===== config.mk =====
export PLATFORM = sky130hd
export DESIGN_NAME = zpxi_seq
export DESIGN_NICKNAME = d
export VERILOG_FILES = /design/src/rtl/zpxi_pkg.sv /design/src/rtl/zpxi_ptr.sv /design/src/rtl/zpxi_ctrl.sv /design/src/rtl/zpxi_seq.sv
export SDC_FILE = /design/constraint.sdc
export NUM_CORES = 1
export LEC_CHECK = 0
export BUFFER_PORTS_ARGS = -buffer_cell sky130_fd_sc_hd__buf_2
export CAP_MARGIN = 40
export CORE_UTILIZATION = 50
export CTS_CLUSTER_DIAMETER = 150
export DETAILED_ROUTE_END_ITERATION = 7
export PLACE_DENSITY_LB_ADDON = 0.1
export RECOVER_POWER = 100
export SYNTH_ARGS = -nofsm -noshare
export SYNTH_HDL_FRONTEND = slang
export SYNTH_SLANG_ARGS = --single-unit

===== constraint.sdc =====
create_clock -name clk -period 1.9 [get_ports clk]
set_input_delay 0.38 -clock clk [delete_from_list [all_inputs] [get_ports clk]]
set_output_delay 0.38 -clock clk [all_outputs]
set_load 0.005 [all_outputs]

===== src/rtl/zpxi_pkg.sv =====
package zpxi_pkg;
  typedef enum logic [1:0] {
    KIND_LOAD  = 2'd0,
    KIND_STORE = 2'd1,
    KIND_RMW   = 2'd2,
    KIND_SPARE = 2'd3
  } kind_e;

  typedef enum logic [2:0] {
    ST_IDLE,
    ST_DUMMY,
    ST_PTR_LO,
    ST_PTR_HI,
    ST_EFF,
    ST_WBACK,
    ST_FINAL
  } step_e;
endpackage


===== src/rtl/zpxi_ptr.sv =====
module zpxi_ptr #(
  parameter int DATA_W = 8
) (
  input  logic [DATA_W-1:0]   operand,
  input  logic [DATA_W-1:0]   x_val,
  input  logic [DATA_W-1:0]   ptr_q,
  output logic [DATA_W-1:0]   ptr_first,
  output logic [2*DATA_W-1:0] zp_operand,
  output logic [2*DATA_W-1:0] zp_ptr,
  output logic [2*DATA_W-1:0] zp_ptr_next
);
  localparam int ADDR_W = 2 * DATA_W;
  logic [DATA_W-1:0] ptr_inc;

  always_comb begin
    ptr_first   = operand + x_val;
    ptr_inc     = ptr_q + DATA_W'(1);
    zp_operand  = ADDR_W'(operand);
    zp_ptr      = ADDR_W'(ptr_q);
    zp_ptr_next = ADDR_W'(ptr_inc);
  end
endmodule


===== src/rtl/zpxi_ctrl.sv =====
module zpxi_ctrl
  import zpxi_pkg::*;
(
  input  step_e state_q,
  input  logic  start,
  input  kind_e kind_q,
  output step_e state_d
);
  always_comb begin
    state_d = state_q;
    case (state_q)
      ST_IDLE:   if (start) state_d = ST_DUMMY;
      ST_DUMMY:  state_d = ST_PTR_LO;
      ST_PTR_LO: state_d = ST_PTR_HI;
      ST_PTR_HI: state_d = ST_EFF;
      ST_EFF:    state_d = (kind_q == KIND_RMW) ? ST_WBACK : ST_IDLE;
      ST_WBACK:  state_d = ST_FINAL;
      ST_FINAL:  state_d = ST_IDLE;
      default:   state_d = ST_IDLE;
    endcase
  end
endmodule


===== src/rtl/zpxi_seq.sv =====
module zpxi_seq
  import zpxi_pkg::*;
#(
  parameter int DATA_W = 8
) (
  input  logic                  clk,
  input  logic                  rst,
  input  logic                  start,
  input  logic [1:0]            kind,
  input  logic [DATA_W-1:0]     operand,
  input  logic [DATA_W-1:0]     x_val,
  input  logic [DATA_W-1:0]     rd_data,
  input  logic [DATA_W-1:0]     store_val,
  input  logic [DATA_W-1:0]     alu_res,
  output logic [2*DATA_W-1:0]   addr,
  output logic [DATA_W-1:0]     wdata,
  output logic                  we,
  output logic                  irq_sample,
  output logic                  ld_stb,
  output logic                  done
);
  localparam int ADDR_W = 2 * DATA_W;

  step_e             state_q, state_d;
  kind_e             kind_q, kind_d;
  logic [DATA_W-1:0] ptr_q, ptr_d;
  logic [DATA_W-1:0] lo_q, lo_d;
  logic [DATA_W-1:0] st_q, st_d;
  logic [ADDR_W-1:0] addr_d;
  logic [DATA_W-1:0] wdata_d;
  logic              we_d, irq_d, ld_d, done_d;

  logic [DATA_W-1:0] ptr_first;
  logic [ADDR_W-1:0] zp_operand, zp_ptr, zp_ptr_next;

  zpxi_ptr #(.DATA_W(DATA_W)) u_ptr (
    .operand    (operand),
    .x_val      (x_val),
    .ptr_q      (ptr_q),
    .ptr_first  (ptr_first),
    .zp_operand (zp_operand),
    .zp_ptr     (zp_ptr),
    .zp_ptr_next(zp_ptr_next)
  );

  zpxi_ctrl u_ctrl (
    .state_q(state_q),
    .start  (start),
    .kind_q (kind_q),
    .state_d(state_d)
  );

  always_comb begin
    addr_d  = addr;
    wdata_d = wdata;
    we_d    = 1'b0;
    irq_d   = 1'b0;
    ld_d    = 1'b0;
    done_d  = 1'b0;
    ptr_d   = ptr_q;
    lo_d    = lo_q;
    st_d    = st_q;
    kind_d  = kind_q;
    case (state_q)
      ST_IDLE: begin
        if (start) begin
          addr_d = zp_operand;
          ptr_d  = ptr_first;
          st_d   = store_val;
          kind_d = kind_e'(kind);
        end
      end
      ST_DUMMY:  addr_d = zp_ptr;
      ST_PTR_LO: begin
        lo_d   = rd_data;
        addr_d = zp_ptr_next;
      end
      ST_PTR_HI: begin
        addr_d = {rd_data, lo_q};
        if (kind_q == KIND_STORE) begin
          we_d    = 1'b1;
          wdata_d = st_q;
        end else begin
          ld_d = 1'b1;
        end
        irq_d  = (kind_q != KIND_RMW);
        done_d = (kind_q != KIND_RMW);
      end
      ST_EFF: begin
        if (kind_q == KIND_RMW) begin
          we_d    = 1'b1;
          wdata_d = rd_data;
          irq_d   = 1'b1;
        end
      end
      ST_WBACK: begin
        we_d    = 1'b1;
        wdata_d = alu_res;
        done_d  = 1'b1;
      end
      default: ;
    endcase
  end

  always_ff @(posedge clk) begin
    if (rst) begin
      state_q    <= ST_IDLE;
      kind_q     <= KIND_LOAD;
      ptr_q      <= '0;
      lo_q       <= '0;
      st_q       <= '0;
      addr       <= '0;
      wdata      <= '0;
      we         <= 1'b0;
      irq_sample <= 1'b0;
      ld_stb     <= 1'b0;
      done       <= 1'b0;
    end else begin
      state_q    <= state_d;
      kind_q     <= kind_d;
      ptr_q      <= ptr_d;
      lo_q       <= lo_d;
      st_q       <= st_d;
      addr       <= addr_d;
      wdata      <= wdata_d;
      we         <= we_d;
      irq_sample <= irq_d;
      ld_stb     <= ld_d;
      done       <= done_d;
    end
  end
endmodule


==> results of run 1 <==
==> final cells by class <==
| cell class | count | area, um2 |
|---|---|---|
| clock buffers | 11 | 151 |
| clock inverters | 5 | 77.6 |
| fillers | 508 | 1930 |
| inverters | 5 | 18.8 |
| multi-input cells | 268 | 1710 |
| flip-flops and latches | 57 | 1140 |
| well taps | 72 | 90.1 |
| repair buffers | 96 | 523 |
==> sequential cells by signal (all words and copies together) (netlist names) <==
name and count:
addr 16, lo_q 8, ptr_q 8, st_q 8, wdata 8, state_q 3
kind_q 2, done 1, irq_sample 1, ld_stb 1, we 1
==> critical path, stage by stage (launching register included) <==
cell and delay (ns):
sky130_fd_sc_hd__dfxtp_1 0.50, sky130_fd_sc_hd__buf_4 0.26, sky130_fd_sc_hd__nor3_1 0.08, sky130_fd_sc_hd__or2_2 0.44
sky130_fd_sc_hd__nor3_1 0.28, sky130_fd_sc_hd__a32o_1 0.19
==> layout by cell type, fill, tap and decap left out, drive strengths merged, types with 2 or more instances in the layout <==
cell type	synthesis	layout
clkinv	0	2
ha	8	8
nand2	57	57
a211oi	6	6
nor3b	5	5
bufinv	0	2
o41ai	2	2
xnor2	2	2
o21ai	6	6
a32o	2	2
nor2	26	26
nand4	3	3
nand2b	3	3
nor3	5	5
buf	13	82
and3	2	2
o31a	2	2
nand3b	5	5
a21o	2	2
o21bai	5	5
inv	5	5
a31oi	3	3
a22oi	8	8
nor2b	3	3
o21a	3	3
o211ai	2	2
mux2i	11	11
a21oi	42	42
nand3	10	10
clkbuf	13	25
o221ai	9	9
nor4	4	4
dfxtp	57	57
a211o	4	4
or2	5	5
or3	2	2
==> worst paths after layout <==
path	end	slack, ns	depth (start not counted)
hold reg to reg	addr[1]$_SDFFE_PP0P_	0.45	2
setup / recovery	addr[4]$_SDFFE_PP0P_	0.1	5
setup reg to reg	addr[4]$_SDFFE_PP0P_	0.1	5
hold / removal	st_q[6]$_SDFFE_PP0P_	0.28	3
==> metal layers <==
metal,up-vias,routed length (um),GRT usage
met4,0,81,0.0491
li1,1473,-,-
met5,-,0,0
met1,1437,3840,0.372
met2,102,3650,0.431
met3,13,534,0.0800
==> metrics by stage <==
| step | utilization | cell area [um2] | hold WS, ns | power [mW] |
|---|---|---|---|---|
| after floorplan | - | 2990 | 0.433 | 1.72 |
| after global placement | 0.622 | 3510 | 0.440 | 1.94 |
| after detailed placement | 0.622 | 3510 | 0.447 | 1.95 |
| after CTS | 0.663 | 3740 | 0.267 | 3.23 |
| after global routing | 0.658 | 3710 | 0.275 | 3.36 |
| final | 0.658 | 3710 | 0.279 | 3.21 |
==> power by group through the flow <==
stage / clock network (mW) / logic (mW) / registers, mW
after detailed placement: 0 / 0.593 / 1.36
after floorplan: 0 / 0.379 / 1.34
after global placement: 0 / 0.584 / 1.35
after global routing: 1.37 / 0.650 / 1.34
final: 1.29 / 0.587 / 1.33
after CTS: 1.31 / 0.596 / 1.33
==> cells by family (layout without fill, tap and decap cells) <==
logic type	count (synthesis)	count (layout)	synth area share
AO/OA/AOI/OAI	109	109	0.250
multiplexers	12	12	0.0405
adder cells (fa/ha/maj)	9	9	0.0401
flip-flops	57	57	0.381
buffers and inverters	31	117	0.0489
XOR/XNOR	2	2	0.00585
AND/OR/NAND/NOR	136	136	0.234
==> results.rst, run 1 <==
.. list-table::
   :header-rows: 1

   * - Metric
     - Value
   * - Number of buffers added on ports
     - 72
   * - Starting DRT DRC Count
     - 209
   * - RePlAce Congestion
     - 0.873
   * - Worst setup path start
     - state_q[1]$_SDFFE_PP0P_
   * - Global-route wire length before repair
     - 13.0 mm
   * - HPWL Detailed
     - 6.00 mm
   * - Portion of total power attributed to combinational logic
     - 0.183
   * - Slew Limit Headroom
     - 0.567
   * - Top-area cell type share of the netlist area
     - 0.381
   * - Via density
     - 5.89
   * - DIE WIDTH
     - 79.4 um
   * - Maximum operating frequency
     - 555 MHz
   * - Result of the run
     - completed
   * - Number of max-cap violations
     - 0
   * - # setup viols final
     - 0
   * - Initial cell density of the core
     - 0.531
   * - Area enclosed by the die boundary
     - 6300 um2
   * - Max IR drop VDD
     - 625 uV
   * - Library cells used by synthesis
     - 64
   * - Switching pwr
     - 873 uW
   * - Data arrival at the endpoint of the critical path
     - 2.07 ns
   * - Source of the worst hold timing path
     - store_val[6]
   * - Top area cells in the synthesized netlist
     - sky130_fd_sc_hd__dfxtp_1 (38%), sky130_fd_sc_hd__nand2_1 (7.1%), sky130_fd_sc_hd__a21oi_1 (7.0%)
   * - EDFF count, synth
     - 0
   * - Core box area
     - 5640 um2
   * - Clock network latency to the later pin of the worst-skew pair
     - 0.33 ns
   * - Relative area change from synthesis to final layout
     - 24.1%
   * - Largest net degree at the start of global routing
     - 30
   * - Post-synthesis area per instance
     - 8.41 um2
   * - Rows
     - 27
   * - Commonest cells post-synth
     - sky130_fd_sc_hd__dfxtp_1 (57), sky130_fd_sc_hd__nand2_1 (57), sky130_fd_sc_hd__a21oi_1 (42)
   * - Number of buffers on the longest clock path
     - 2
   * - Via Count
     - 3025
   * - Share of flip-flops with an asynchronous set or reset after synthesis
     - 0
   * - Crit end category
     - flip-flop
   * - Non-filler instance count after layout
     - 514
   * - Depth of the CTS H-tree
     - 3
   * - Largest clock skew in the final design
     - 0.00721 ns
   * - Reg clk slew, reported paths
     - 0.07 ns
   * - Final number of hold-violating endpoints
     - 0
   * - #FFs+latches synth
     - 57
   * - Critical path launch point type
     - flip-flop
   * - Average wire per cell in the routed design
     - 15.8 um
   * - Pins over their slew limit
     - 0
   * - Placement-stage worst setup slack
     - 0.0119 ns
   * - Clk sinks
     - 57
   * - Clock network fraction of design power
     - 0.402
   * - Final worst setup slack
     - 0.0993 ns
   * - Setup repair after global routing missed its margin
     - false
   * - Number of buffers added for setup after CTS
     - 0
   * - YS warnings
     - 0
   * - Number of gates given a new drive strength after cts
     - 0
   * - Post-synth net total
     - 410
   * - Hold buffer count at cts
     - 0
   * - Clock tree from TritonCTS
     - built
   * - Vias in the first global route
     - 2659
   * - Sequential cell fraction of total power
     - 0.415
   * - Total routed wirelength
     - 8.11 mm
   * - Remaining global-route overflow
     - 0
   * - Root buf cell
     - sky130_fd_sc_hd__clkbuf_8
   * - Antenna violations before repair
     - 0
   * - Chip height
     - 79.4 um
   * - Type of the setup path with the least slack
     - reg2reg
   * - Sequential area share after synthesis
     - 0.381
   * - Area of the mapped netlist
     - 2990 um2
   * - Transition time of the tightest slew-check pin
     - 0.646 ns
   * - Min-delay worst type
     - in2reg
   * - Number of instances in the synthesized netlist
     - 356
   * - Net switching fraction of the power
     - 0.272
   * - Library cell with the largest summed area after synthesis
     - sky130_fd_sc_hd__dfxtp_1
   * - Top-level port count
     - 73
   * - Lkg Pwr
     - 1.51 nW
   * - Share of post-route cells with drive strength above 1
     - 0.258
   * - Total DRC errors in the routed layout
     - 0
   * - Net count of the finished layout
     - 491
   * - Required arrival time at the worst endpoint
     - 2.17 ns
   * - Final period demand of the worst path
     - 1.80 ns
   * - Main flop type after synthesis
     - sky130_fd_sc_hd__dfxtp_1
   * - Fin Setup TNS
     - 0 ns
   * - Total track usage
     - 0.273
   * - Cts bufs inserted
     - 9
   * - Post-detailed-route count of antenna-violating nets
     - 0
   * - Internal cell power
     - 2.34 mW
   * - Final worst-path cycle share
     - 0.948
   * - Critical register-to-register path startpoint
     - state_q[1]$_SDFFE_PP0P_
   * - Placed cells
     - 498
   * - Largest fanout of any net on the critical path
     - 15
   * - Number of iterations in the first detailed-routing pass
     - 5
   * - Cell Pwr Density
     - 864 nW/um2
   * - Antenna diodes
     - 0
No activity file was read; power rests on OpenSTA's default activity.
==> inputs of run 2 (changes only) <==
- CORE_ASPECT_RATIO: default -> 1.5
==> results.rst, run 2 (same netlist as run 1, synthesis figures left out) <==
.. list-table::
   :header-rows: 1

   * - Metric
     - Value
   * - Routed met3 length
     - 397 um (-26%)
   * - Result of the run
     - completed
   * - Internal cell power
     - 2.19 mW (-6.2%)
   * - # setup viols final
     - 0 (unchanged)
   * - Critical register-to-register path startpoint
     - ptr_q[1]$_SDFFE_PP0P_
   * - Number of buffers added on ports
     - 72 (unchanged)
   * - Cts bufs inserted
     - 9 (unchanged)
   * - Remaining global-route overflow
     - 0 (unchanged)
   * - Clk sinks
     - 57 (unchanged)
   * - Core box area
     - 5790 um2 (+2.6%)
   * - HPWL Detailed
     - 6.02 mm (+0.36%)
   * - Worst setup endpoint
     - addr[6]$_SDFFE_PP0P_
   * - Lkg Pwr
     - 1.49 nW (-1.5%)
   * - Area enclosed by the die boundary
     - 6310 um2 (about the same)
   * - Crit end category
     - flip-flop
   * - Critical path launch point type
     - flip-flop
   * - Switching pwr
     - 858 uW (-1.7%)
   * - Clock network latency to the later pin of the worst-skew pair
     - 0.34 ns (about the same)
   * - Cell Pwr Density
     - 836 nW/um2 (-3.2%)
   * - Post-detailed-route count of antenna-violating nets
     - 0 (unchanged)
   * - Required arrival time at the worst endpoint
     - 2.14 ns (-0.03 ns)
   * - Register-to-Register Path Depth
     - 5 (unchanged)
   * - Pins over their slew limit
     - 0 (unchanged)
   * - Sum of met2 wire segment lengths after detailed routing
     - 4.17 mm (+14%)
   * - Final number of hold-violating endpoints
     - 0 (unchanged)
   * - Final period demand of the worst path
     - 1.74 ns (-0.0603 ns)
   * - Total DRC errors in the routed layout
     - 0 (unchanged)
   * - Transition time of the tightest slew-check pin
     - 0.659 ns (+0.0136 ns)
   * - Clock tree from TritonCTS
     - built
   * - Global-route wire length before repair
     - 13.1 mm (+0.79%)
   * - Share of post-route cells with drive strength above 1
     - 0.247 (-0.0113)
   * - Final worst-path cycle share
     - 0.916 (-0.0318)
   * - Rows
     - 34 (+26%)
   * - Starting DRT DRC Count
     - 214 (+2.4%)
   * - RePlAce Congestion
     - 0.862 (-1.2%)
   * - Antenna diodes
     - 0 (unchanged)
   * - Depth of the CTS H-tree
     - 3 (unchanged)
   * - Top-level port count
     - 73 (unchanged)
   * - Most frequent cells in the layout
     - sky130_fd_sc_hd__buf_2 (65), sky130_fd_sc_hd__nand2_1 (57), sky130_fd_sc_hd__dfxtp_1 (57), sky130_fd_sc_hd__a21oi_1 (42), sky130_fd_sc_hd__nor2_1 (25)
   * - Setup repair after global routing missed its margin
     - false
   * - Routed met1 length
     - 3.27 mm (-15%)
   * - Total track usage
     - 0.274 (+0.000672)
   * - Reg-to-reg slack, setup
     - 0.16 ns (+0.06 ns)
   * - Type of the setup path with the least slack
     - reg2reg
   * - Largest clock skew in the final design
     - 0.00732 ns (+0.000112 ns)
   * - Sequential cell fraction of total power
     - 0.440 (+0.025)
   * - Slew Limit Headroom
     - 0.560 (-0.00620)
   * - Initial cell density of the core
     - 0.518 (-0.0132)
   * - Via Count
     - 2960 (-2.1%)
   * - Root buf cell
     - sky130_fd_sc_hd__clkbuf_8
   * - Vias in the first global route
     - 2856 (+7.4%)
   * - Relative area change from synthesis to final layout
     - 21.8%
   * - Clock network fraction of design power
     - 0.373 (-0.029)
   * - Total routed wirelength
     - 8.21 mm (+1.2%)
   * - Net switching fraction of the power
     - 0.281 (+0.00929)
   * - Largest net degree at the start of global routing
     - 32 (+6.7%)
   * - Placement-stage worst setup slack
     - -0.00315 ns (-0.0151 ns)
   * - Max IR drop VDD
     - 541 uV (-13%)
   * - Antenna violations before repair
     - 0 (unchanged)
   * - Via density
     - 5.80 (-1.4%)
   * - Highest metal layer with signal wires
     - met4
   * - Min-delay worst type
     - in2reg
   * - Capture instance of the worst register-to-register path
     - addr[6]$_SDFFE_PP0P_
   * - Largest fanout of any net on the critical path
     - 8 (-7)
   * - Post-Route Utilization
     - 0.630 (-0.0281)
   * - Portion of total power attributed to combinational logic
     - 0.187 (+0.004)
   * - Data arrival at the endpoint of the critical path
     - 1.98 ns (-0.09 ns)
   * - Worst setup path start
     - ptr_q[1]$_SDFFE_PP0P_
   * - Average wire per cell in the routed design
     - 16.1 um (+2.0%)
   * - DIE WIDTH
     - 65.2 um (-18%)
   * - Register containing the most flip-flops in the final layout
     - addr
   * - Maximum operating frequency
     - 575 MHz (+3.5%)
   * - Number of max-cap violations
     - 0 (unchanged)
   * - Number of buffers on the longest clock path
     - 2 (unchanged)
   * - Chip height
     - 96.8 um (+22%)
   * - Final worst setup slack
     - 0.160 ns (+0.0603 ns)
   * - Most common cell after layout, fill and taps aside
     - sky130_fd_sc_hd__buf_2
   * - Number of iterations in the first detailed-routing pass
     - 4 (-1)
   * - Largest register FFs
     - 16 (unchanged)
   * - Reg clk slew, reported paths
     - 0.07 ns (about the same)
   * - Net count of the finished layout
     - 488 (-0.61%)
## run 2: cell type report
class | instances | area, um2
timing repair buffer | 93 | 505
fill | 544 | 2140
multi-input combinational | 268 | 1700
sequential | 57 | 1140
tap | 72 | 90.1
clock inverter | 3 | 40.0
clock buffer | 12 | 155
inverter | 5 | 18.8
## run 2: per-layer routing
layer,vias to the layer above,global-route usage
met5,-,0
met1,1353,0.304
met4,0,0.171
li1,1458,-
met3,30,0.0472
met2,119,0.467
## run 2: worst min-delay path by stage
stage | start | end | slack, ns | depth (start not counted)
after floorplan | lo_q[7]$_SDFFE_PP0P_ | lo_q[7]$_SDFFE_PP0P_ | 0.43 | 2
after global placement | addr[0]$_SDFFE_PP0P_ | addr[0]$_SDFFE_PP0P_ | 0.44 | 2
after detailed placement | addr[1]$_SDFFE_PP0P_ | addr[1]$_SDFFE_PP0P_ | 0.45 | 2
after CTS | store_val[0] | st_q[0]$_SDFFE_PP0P_ | 0.27 | 3
after global routing | store_val[5] | st_q[5]$_SDFFE_PP0P_ | 0.29 | 3
final | store_val[7] | st_q[7]$_SDFFE_PP0P_ | 0.28 | 3
## run 2: worst max-delay path, stage by stage, from the launching register on
cell and delay, ns:
sky130_fd_sc_hd__dfxtp_1 0.51, sky130_fd_sc_hd__ha_1 0.32, sky130_fd_sc_hd__nand4_1 0.17, sky130_fd_sc_hd__o32ai_1 0.36
sky130_fd_sc_hd__nor4_1 0.08, sky130_fd_sc_hd__a22o_1 0.19
## run 2: what timing repair did
action / 4_1_cts / 5_1_grt
endpoints found under the setup margin: 0 / 8
gates resized for setup: 0 / 1
hold buffers: 0 / 0
setup buffers: 0 / 1
## run 2: per-stage QoR
stage                     cells  hold WS [ns]  area [um2]  total power [mW]  TNS (ns)
final                       510         0.278        3650              3.05         0
after global routing        510         0.291        3650              3.18         0
after CTS                   509         0.267        3670              3.08         0
after detailed placement    494         0.447        3480              1.94  -0.00315
after global placement      494         0.437        3480              1.94         0
after floorplan             356         0.433        2990              1.72         0
## run 2: power groups by stage
stage | Combinational [mW] | Sequential [mW] | Clock (mW)
after global routing | 0.631 | 1.35 | 1.20
after detailed placement | 0.577 | 1.37 | 0
after floorplan | 0.379 | 1.34 | 0
final | 0.571 | 1.34 | 1.14
after CTS | 0.579 | 1.34 | 1.16
after global placement | 0.571 | 1.36 | 0
==> inputs of run 3 (changes only) <==
==> constraint.sdc (replaced) <==
create_clock -name clk -period 1.9 [get_ports clk]
set_input_delay 0.38 -clock clk [delete_from_list [all_inputs] [get_ports clk]]
set_output_delay 0.38 -clock clk [all_outputs]
set_load 0.02 [all_outputs]
==> results.rst, run 3 (same netlist as run 1, synthesis figures left out) <==
.. list-table::
   :header-rows: 1

   * - Metric
     - Value
   * - Result of the run
     - completed
   * - Clk sinks
     - 57 (unchanged)
   * - Via Count
     - 2948 (-0.41%)
   * - Most frequent cells in the layout
     - sky130_fd_sc_hd__nand2_1 (57), sky130_fd_sc_hd__dfxtp_1 (57), sky130_fd_sc_hd__buf_2 (44), sky130_fd_sc_hd__a21oi_1 (42), sky130_fd_sc_hd__clkbuf_1 (32)
   * - Via density
     - 5.78 (-0.41%)
   * - HPWL Detailed
     - 6.02 mm (unchanged)
   * - Reg clk slew, reported paths
     - 0.06 ns (about the same)
   * - Min-delay worst type
     - in2reg
   * - Worst path bufs/invs
     - 0 (unchanged)
   * - Number of buffers on the longest clock path
     - 2 (unchanged)
   * - Total routed wirelength
     - 8.20 mm (-0.22%)
   * - Post-route cell area
     - 3620 um2 (-0.72%)
   * - Core box area
     - 5790 um2 (unchanged)
   * - Switching pwr
     - 887 uW (+3.4%)
   * - Share of post-route cells with drive strength above 1
     - 0.199 (-0.0479)
   * - Clock network latency to the later pin of the worst-skew pair
     - 0.34 ns (about the same)
   * - Clock network fraction of design power
     - 0.370 (-0.003)
   * - Sequential cell fraction of total power
     - 0.437 (-0.003)
   * - Worst setup endpoint
     - addr[6]$_SDFFE_PP0P_
   * - Hold buffer count at cts
     - 0 (unchanged)
   * - Largest fanout of any net on the critical path
     - 8 (unchanged)
   * - # setup viols final
     - 0 (unchanged)
   * - Largest clock skew in the final design
     - 0.00690 ns (-0.000427 ns)
   * - Initial cell density of the core
     - 0.518 (unchanged)
   * - Setup repair after global routing missed its margin
     - false
   * - Cts bufs inserted
     - 9 (unchanged)
   * - Number of max-cap violations
     - 0 (unchanged)
   * - Placement-stage worst setup slack
     - -0.00315 ns (unchanged)
   * - Vias in the first global route
     - 2856 (unchanged)
   * - Area enclosed by the die boundary
     - 6310 um2 (unchanged)
   * - Internal cell power
     - 2.18 mW (-0.29%)
   * - Clock tree from TritonCTS
     - built
   * - Slew Limit Headroom
     - 0.569 (+0.00850)
   * - Lkg Pwr
     - 1.40 nW (-5.9%)
   * - Net switching fraction of the power
     - 0.289 (+0.00739)
   * - Crit path cell chain
     - ha_1, nand4_1, o32ai_1, nor4_1, a22o_1
   * - Critical register-to-register path startpoint
     - ptr_q[1]$_SDFFE_PP0P_
   * - Reg-to-reg slack, setup
     - 0.15 ns (about the same)
   * - Required arrival time at the worst endpoint
     - 2.14 ns (about the same)
   * - Portion of total power attributed to combinational logic
     - 0.193 (+0.006)
   * - Data arrival at the endpoint of the critical path
     - 1.99 ns (about the same)
   * - Largest net degree at the start of global routing
     - 32 (unchanged)
   * - Number of buffers added on ports
     - 72 (unchanged)
   * - Net count of the finished layout
     - 488 (unchanged)
   * - Largest register FFs
     - 16 (unchanged)
   * - Fin Setup TNS
     - 0 ns (unchanged)
   * - Type of the setup path with the least slack
     - reg2reg
   * - Total track usage
     - 0.274 (unchanged)
   * - Total power after layout
     - 3.07 mW (+0.75%)
   * - Total DRC errors in the routed layout
     - 0 (unchanged)
   * - Crit end category
     - flip-flop
   * - Fillcell total
     - 553 (+1.7%)
   * - Antenna diodes
     - 0 (unchanged)
   * - Capture instance of the worst register-to-register path
     - addr[6]$_SDFFE_PP0P_
   * - Cell depth of the worst setup path
     - 5 (unchanged)
   * - RePlAce Congestion
     - 0.862 (unchanged)
   * - Post-Route Utilization
     - 0.626 (-0.00454)
   * - Starting DRT DRC Count
     - 171 (-20%)
   * - Final worst-path cycle share
     - 0.922 (+0.00623)
   * - Critical path launch point type
     - flip-flop
   * - Worst setup path start
     - ptr_q[1]$_SDFFE_PP0P_
   * - DIE WIDTH
     - 65.2 um (unchanged)
   * - Global-route wire length before repair
     - 13.1 mm (unchanged)
   * - Antenna violations before repair
     - 0 (unchanged)
   * - Register-to-Register Path Depth
     - 5 (unchanged)
   * - Final worst setup slack
     - 0.148 ns (-0.0118 ns)
   * - Chip height
     - 96.8 um (unchanged)
   * - Rows
     - 34 (unchanged)
   * - Cell Pwr Density
     - 848 nW/um2 (+1.5%)
   * - Depth of the CTS H-tree
     - 3 (unchanged)
   * - Number of iterations in the first detailed-routing pass
     - 4 (unchanged)
   * - Transition time of the tightest slew-check pin
     - 0.642 ns (-0.0171 ns)
   * - Pins over their slew limit
     - 0 (unchanged)
   * - Final period demand of the worst path
     - 1.75 ns (+0.0118 ns)
   * - Cell area after placement
     - 3480 um2 (unchanged)
   * - Root buf cell
     - sky130_fd_sc_hd__clkbuf_8
   * - Delay of the slowest cell on the worst path
     - 0.52 ns (about the same)
   * - Top-level port count
     - 73 (unchanged)
   * - Average wire per cell in the routed design
     - 16.1 um (-0.22%)
   * - Max IR drop VDD
     - 545 uV (+0.65%)
   * - Register containing the most flip-flops in the final layout
     - addr
   * - Relative area change from synthesis to final layout
     - 20.9%
   * - Post-detailed-route count of antenna-violating nets
     - 0 (unchanged)
   * - Critical path's top delay family
     - compound AO/OA/AOI/OAI gates
   * - Maximum operating frequency
     - 571 MHz (-0.68%)
   * - Worst-path cell with the longest stage delay
     - sky130_fd_sc_hd__dfxtp_1
   * - Remaining global-route overflow
     - 0 (unchanged)
   * - Final number of hold-violating endpoints
     - 0 (unchanged)
==> run 3: worst min-delay path by stage <==
stage / from / end / slack, ns / cells after the start
after floorplan: lo_q[7]$_SDFFE_PP0P_ / lo_q[7]$_SDFFE_PP0P_ / 0.43 / 2
after global placement: addr[0]$_SDFFE_PP0P_ / addr[0]$_SDFFE_PP0P_ / 0.44 / 2
after detailed placement: addr[1]$_SDFFE_PP0P_ / addr[1]$_SDFFE_PP0P_ / 0.45 / 2
after CTS: store_val[0] / st_q[0]$_SDFFE_PP0P_ / 0.27 / 3
after global routing: store_val[5] / st_q[5]$_SDFFE_PP0P_ / 0.29 / 3
final: store_val[7] / st_q[7]$_SDFFE_PP0P_ / 0.27 / 3
==> run 3: tightest hold or removal path: stages <==
cell and delay (ns):
sky130_fd_sc_hd__buf_2 0.09, sky130_fd_sc_hd__nand2_1 0.04, sky130_fd_sc_hd__a21oi_1 0.05
==> run 3: layout make-up <==
class | instances | area [um2] | area share
clock buffers | 12 | 155 | 0.0428
clock inverters | 3 | 40.0 | 0.0111
inverters | 5 | 18.8 | 0.00518
multi-input cells | 268 | 1700 | 0.469
flip-flops and latches | 57 | 1140 | 0.315
well taps | 72 | 90.1 | 0.0249
repair buffers | 93 | 479 | 0.132
==> run 3: power groups by stage <==
stage / Combinational, mW / Clock, mW / Sequential (mW)
5_1_grt: 0.655 / 1.20 / 1.35
6_report: 0.593 / 1.14 / 1.34
2_1_floorplan: 0.379 / 0 / 1.37
3_5_place_dp: 0.608 / 0 / 1.37
4_1_cts: 0.611 / 1.16 / 1.34
3_3_place_gp: 0.602 / 0 / 1.36
==> run 3: timing repair <==
| item | 4_1_cts | 5_1_grt |
|---|---|---|
| resized for setup | 0 | 1 |
| buffers inserted | 0 | 1 |
| endpoints found under the setup margin | 0 | 8 |
==> run 3: metal layers <==
layer  vias to the layer above  routed length [um]  share of wire  global-route usage
li1                       1458                   -              -                   -
met1                      1366                3330           0.41               0.304
met2                        99                4190           0.51               0.467
met3                        25                 344          0.042              0.0472
met4                         0                 338          0.041               0.171
met5                         -                   0              0                   0
==> run 3: metrics by stage <==
step	cells	hold slack, ns
final	510	0.274
after global routing	510	0.291
after CTS	509	0.267
after detailed placement	494	0.447
after global placement	494	0.437
after floorplan	356	0.433
